--- config.mk ---
export PLATFORM = sky130hd
export DESIGN_NAME = bernoulli_pattern_gen
export DESIGN_NICKNAME = d
export VERILOG_FILES = /design/src/rtl/bpg_pkg.sv /design/src/rtl/bpg_lfsr.sv /design/src/rtl/bpg_ctrl.sv /design/src/rtl/bpg_shreg.sv /design/src/rtl/bernoulli_pattern_gen.sv
export SDC_FILE = /design/constraint.sdc
export NUM_CORES = 2
export LEC_CHECK = 0
export ABC_CLOCK_PERIOD_IN_PS = 1900
export BUFFER_PORTS_ARGS = -buffer_cell sky130_fd_sc_hd__buf_2
export CAP_MARGIN = 20
export CORE_AREA = 2 2 424 426
export CTS_CLUSTER_DIAMETER = 200
export DETAILED_ROUTE_END_ITERATION = 10
export DIE_AREA = 0 0 426 428
export PLACE_DENSITY_LB_ADDON = 0.12
export SYNTH_ARGS = -nofsm -noshare
export SYNTH_HDL_FRONTEND = slang
export SYNTH_SLANG_ARGS = --single-unit
--- constraint.sdc ---
create_clock -name clk -period 1.9 [get_ports clk]
set_input_delay 0.19 -clock clk [delete_from_list [all_inputs] [get_ports clk]]
set_output_delay 0.19 -clock clk [all_outputs]
set_load 0.005 [all_outputs]
--- src/rtl/bpg_pkg.sv ---
package bpg_pkg;

    typedef enum logic [1:0] {
        ST_IDLE = 2'd0,
        ST_RUN  = 2'd1,
        ST_DONE = 2'd2
    } bpg_state_e;

    // Right-shifting Galois step with a given feedback mask
    function automatic logic [31:0] galois_step(input logic [31:0] s,
                                                input logic [31:0] mask);
        logic [31:0] shifted;
        shifted = {1'b0, s[31:1]};
        return s[0] ? (shifted ^ mask) : shifted;
    endfunction

endpackage

--- src/rtl/bpg_lfsr.sv ---
module bpg_lfsr #(
    parameter int          WORD_W   = 32,
    parameter logic [31:0] TAPS     = 32'h8020_0003,
    parameter logic [31:0] FALLBACK = 32'h5EED_0001
) (
    input  logic              clk,
    input  logic              rst,
    input  logic              load,
    input  logic [WORD_W-1:0] seed,
    input  logic              adv,
    output logic [WORD_W-1:0] word
);

    logic [WORD_W-1:0] state_q;
    logic [WORD_W-1:0] state_nx;
    logic [WORD_W-1:0] seed_fix;

    always_comb begin
        seed_fix = (seed == '0) ? FALLBACK[WORD_W-1:0] : seed;
        state_nx = bpg_pkg::galois_step(state_q, TAPS);
    end

    always_ff @(posedge clk) begin
        if (rst) begin
            state_q <= FALLBACK[WORD_W-1:0];
        end else if (load) begin
            state_q <= seed_fix;
        end else if (adv) begin
            state_q <= state_nx;
        end
    end

    assign word = state_q;

endmodule

--- src/rtl/bpg_ctrl.sv ---
module bpg_ctrl #(
    parameter int PAT_W = 1024,
    localparam int CNT_W = $clog2(PAT_W)
) (
    input  logic                 clk,
    input  logic                 rst,
    input  logic                 start,
    output bpg_pkg::bpg_state_e  state_o,
    output logic [CNT_W-1:0]     cnt_o,
    output logic                 capture,
    output logic                 shift_en,
    output logic                 done
);
    import bpg_pkg::*;

    localparam logic [CNT_W-1:0] LAST = CNT_W'(PAT_W - 1);

    bpg_state_e       state_q;
    bpg_state_e       state_d;
    logic [CNT_W-1:0] cnt_q;
    logic             accept;

    assign accept = start && (state_q != ST_RUN);

    // next-state logic
    always_comb begin
        state_d = state_q;
        unique case (state_q)
            ST_IDLE: if (accept) state_d = ST_RUN;
            ST_RUN:  if (cnt_q == LAST) state_d = ST_DONE;
            ST_DONE: state_d = accept ? ST_RUN : ST_IDLE;
            default: state_d = ST_IDLE;
        endcase
    end

    // state register and bit counter
    always_ff @(posedge clk) begin
        if (rst) begin
            state_q <= ST_IDLE;
            cnt_q   <= '0;
        end else begin
            state_q <= state_d;
            if (accept) begin
                cnt_q <= '0;
            end else if (state_q == ST_RUN) begin
                cnt_q <= cnt_q + 1'b1;
            end
        end
    end

    // outputs
    always_comb begin
        capture  = accept;
        shift_en = (state_q == ST_RUN);
        done     = (state_q == ST_DONE);
        state_o  = state_q;
        cnt_o    = cnt_q;
    end

endmodule

--- src/rtl/bpg_shreg.sv ---
module bpg_shreg #(
    parameter int PAT_W  = 1024,
    parameter int WORD_W = 32
) (
    input  logic              clk,
    input  logic              rst,
    input  logic              capture,
    input  logic [WORD_W-1:0] thr_in,
    input  logic              shift_en,
    input  logic [WORD_W-1:0] word,
    output logic [WORD_W-1:0] thr_o,
    output logic [PAT_W-1:0]  pattern
);

    logic [WORD_W-1:0] thr_q;
    logic [PAT_W-1:0]  pat_q;
    logic              hit;

    assign hit = (word < thr_q);

    always_ff @(posedge clk) begin
        if (rst) begin
            thr_q <= '0;
        end else if (capture) begin
            thr_q <= thr_in;
        end
    end

    // new bit enters at the top; after PAT_W shifts draw 0 sits at bit 0
    always_ff @(posedge clk) begin
        if (rst) begin
            pat_q <= '0;
        end else if (shift_en) begin
            pat_q <= {hit, pat_q[PAT_W-1:1]};
        end
    end

    assign thr_o   = thr_q;
    assign pattern = pat_q;

endmodule

--- src/rtl/bernoulli_pattern_gen.sv ---
module bernoulli_pattern_gen #(
    parameter int          PAT_W    = 1024,
    parameter int          WORD_W   = 32,
    parameter logic [31:0] TAPS     = 32'h8020_0003,
    parameter logic [31:0] FALLBACK = 32'h5EED_0001,
    localparam int CNT_W = $clog2(PAT_W)
) (
    input  logic              clk,
    input  logic              rst,
    input  logic              seed_load,
    input  logic [WORD_W-1:0] seed_val,
    input  logic [WORD_W-1:0] threshold,
    input  logic              start,
    output logic [PAT_W-1:0]  pattern,
    output logic              pattern_valid
);

    bpg_pkg::bpg_state_e state_w;
    logic [CNT_W-1:0]    cnt_w;
    logic                capture_w;
    logic                shift_w;
    logic [WORD_W-1:0]   word_w;
    logic [WORD_W-1:0]   thr_w;

    bpg_ctrl #(.PAT_W(PAT_W)) u_ctrl (
        .clk      (clk),
        .rst      (rst),
        .start    (start),
        .state_o  (state_w),
        .cnt_o    (cnt_w),
        .capture  (capture_w),
        .shift_en (shift_w),
        .done     (pattern_valid)
    );

    bpg_lfsr #(.WORD_W(WORD_W), .TAPS(TAPS), .FALLBACK(FALLBACK)) u_lfsr (
        .clk  (clk),
        .rst  (rst),
        .load (seed_load),
        .seed (seed_val),
        .adv  (shift_w),
        .word (word_w)
    );

    bpg_shreg #(.PAT_W(PAT_W), .WORD_W(WORD_W)) u_shreg (
        .clk      (clk),
        .rst      (rst),
        .capture  (capture_w),
        .thr_in   (threshold),
        .shift_en (shift_w),
        .word     (word_w),
        .thr_o    (thr_w),
        .pattern  (pattern)
    );

endmodule

==> results.md <==
* Dominant cells by area after synthesis: dfxtp_1 (57%), nand2_1 (21%), a21oi_1 (14%)
* Slew of the pin with the lowest slew margin at just under 0.6 ns
* CP Capture Point: u_shreg.pattern[1023]
* #FFs+latches synth at 1100
* Slew headroom at 0.603
* # setup viols final at 0
* Commonest cells after routing, fill and taps aside: nand2_1 (2159), a21oi_1 (1109), dfxtp_1 (1098), buf_2 (1091), clkbuf_16 (139)
* Final Hold Viols at 0
* Final layout net count at 6148
* Total CTS buffers at 135
* Largest net degree at the start of global routing at between 100 and 150
* WP data arrival at about 2.5 ns
* Critical path endpoint category: register
* Htree depth at 4
* Min cycle time layout at about 1.8 ns
* Vias per cell at 4.29
* Synth cell types at 37
* Avg WL per Cell at roughly 18 um
* Adder-cell share of the synthesized area at 0.0104
* Yosys Warn Count at 0
* Vias in the first global route at about 34000
* Post-route ant nets at 0
* Fin crit share at 0.945
* Hold crit path type: in -> reg
* Seq pwr share at 0.446
* Seq/Total Area, Yosys at 0.570
* Top-area cell type share of the netlist area at 0.570
* Bufs on Longest Clock Path at 3
* Most common cell after layout, fill and taps aside: nand2_1
* CP Max Fanout at 2
* Area grow syn2layout at 36.4%
* CTS tree: done
* Syn nets at just over 5000
* Final setup TNS at 0 ns
* Reg2reg path depth at 6
* Worst hold slack at approximately 0.22 ns
* Fin. max-slew vios at 0
* Hold_sp: seed_val[6]
* Die X-Extent at roughly 430 um
* Setup ws final at 0.105 ns
* Layout cells sized above 1 at 0.237
* Worst vdd ir at about 0.00069 V
* Reg clk slew, reported paths at ~0.06 ns
* Initial drt markers at 2097
* Grt total ovfl at 0
* Outcome: finished, final reports clean
* Pre-CTS WS at around 0.072 ns
* Initial Util at 0.217
* Core ar. at 0.178 sq mm
* Switch Pwr at roughly 13 mW
* Sw Share at 0.242
* Post-Synth Simple-Gate Area at 0.223
* Initial antenna violation count at 2
* Number of remaining DRC errors at 0
* TritonRoute pass-1 iters at 5
* Cell row count at about 160
* Critical Path Start: u_shreg.thr_o[1]
* Largest family of logic cells by synthesized area: simple AND/OR/NAND/NOR gates
* GRT Resource Usage Total at 0.164
* Post-Synth XOR/XNOR Area at 0.00272
* CTS sink cnt at 1100
* Die Area at 0.182 sq mm
* Worst skew pair latency at 0.78 ns
* Non-filler cells in the finished layout at 8509
* DP Wirelength at ~110 mm
* I/O pin total at 1093
* Post-synthesis mux area share at 0.000259
* First-pass GRT wire length at between 200 and 250 mm
* Maxcap violations at 0
* Leakage at roughly 21 nW
* Highest clock rate at 557 MHz
* WS Path Type: reg -> reg
* Synthesized area per cell at between 7 and 8 sq um
* Vias at between 30000 and 40000
* Critical R2R Capture: u_shreg.pattern[1023]
* Post-synthesis cell area at 0.0386 sq mm
* Mapped Cells at ~5000
* WP data required at between 2 and 3 ns
* Placer Congestion at 0.796
* Synth Area in Compound Gates at 0.150
* Dpl cells at slightly above 8000
* Register-to-Register Setup Slack at between 0.1 and 0.15 ns
* Crit Reg-Reg Startpoint: u_shreg.thr_o[1]
* PD cells at about 990 mW/mm^2
* Worst setup SP type: register
* Worst Skew at 0.0314 ns
* Hold depth at 4
* Drt total wl at 157 mm
* Total power draw at 52.1 mW
* Clk pwr share at 0.495
* Internal cell power at between 30 and 40 mW
* Die Y-Extent at roughly 430 um
* Cell taking the most area after synthesis: dfxtp_1
* PortBufs at roughly 1100
* Clock root buffer: clkbuf_16
* Combinational share of power at 0.058
metrics by stage:
stage,utilization,area [sq um]
CTS,0.296,52600
global route,0.297,52700
global placement,0.268,47500
detailed placement,0.268,47500
finish,0.297,52700
floorplan,-,38600
registers in the layout (all words and copies together) (netlist names):
name / cells
u_shreg.pattern: 1024
u_shreg.thr_o: 32
u_ctrl.state_o: 2
u_ctrl.cnt_o: 10
u_lfsr.word: 32
cell type report:
class,count,area [sq um]
Sequential cell,1100,22000
Tap cell,2355,2950
Timing Repair Buffer,1323,8250
Fill cell,19400,125000
Multi-Input combinational cell,3455,15000
Inverter,33,124
Clock inverter,25,285
Clock buffer,217,4110
Antenna cell,1,2.50
synth_stat cells:
cell type	count
nand4_1	9
a221oi_1	1
buf_4	1
xor2_1	7
o22a_1	2
a211oi_1	3
o21ai_0	14
and2_1	1
o211ai_1	1
and2b_1	1
o22ai_1	9
a311oi_1	1
dfxtp_1	1100
buf_6	1
buf_2	126
a31oi_1	2
nor2b_1	4
nand3_1	2
buf_1	26
nand2b_1	11
mux2i_1	1
clkbuf_1	218
a22oi_1	1
nand2_1	2159
and4_1	2
nor3_1	3
and3_1	2
o21ai_2	1
a2111o_1	1
ha_1	32
nor3b_1	1
o21ai_1	1
xnor2_1	5
a21oi_1	1109
nor2_1	59
nor4_1	10
inv_1	33
cell families (layout without fill, tap and decap cells):
| kind of cell | after synthesis | count (layout) |
|---|---|---|
| simple gates | 2264 | 2264 |
| compound gates | 1146 | 1146 |
| flops | 1100 | 1100 |
| buf+inv | 405 | 1598 |
| fa+ha+maj | 32 | 32 |
| xor+xnor | 12 | 12 |
| mux | 1 | 1 |
| other cells | 0 | 1 |
worst max-delay path, stage by stage (launching register included):
cell,delay [ns]
dfxtp_1,0.33
inv_1,0.05
ha_1,0.28
a2111o_1,0.39
a311oi_2,0.31
o21ai_1,0.18
a31oi_1,0.20
worst min path at each step:
stage,slack (ns),end
after floorplan,0.33,u_shreg.thr_o[0]
after global placement,0.44,u_shreg.thr_o[31]
after detailed placement,0.44,u_shreg.thr_o[10]
after CTS,0.14,u_lfsr.word[6]
after global routing,0.20,u_shreg.thr_o[17]
final,0.22,u_lfsr.word[6]
metal layers:
layer | part of all wire | up-vias | global-route usage
met2 | 0.48 | 928 | 0.277
met1 | 0.40 | 17100 | 0.187
met5 | 0 | - | 0
met4 | 0.035 | 0 | 0.0632
met3 | 0.083 | 235 | 0.0620
li1 | - | 18200 | -
power by group through the flow:
| stage | registers, mW | clock network (mW) | logic [mW] |
|---|---|---|---|
| 6_report | 23.2 | 25.8 | 3.03 |
| 4_1_cts | 23.2 | 26.8 | 3.09 |
| 3_3_place_gp | 23.7 | 0 | 2.96 |
| 3_5_place_dp | 23.7 | 0 | 2.94 |
| 5_1_grt | 23.2 | 27.6 | 3.35 |
| 2_1_floorplan | 23.7 | 0 | 1.65 |
timing repair:
| item | 4_1_cts | 5_1_grt |
|---|---|---|
| resized for setup | 1 | 6 |
| buffers inserted | 0 | 6 |
| endpoints found under the hold margin | 120 | 0 |
| hold buffers | 69 | 0 |
| pin swaps | 0 | 2 |
| endpoints found under the setup margin | 1 | 3 |
Note: power is estimated with default switching activity, not from simulation.
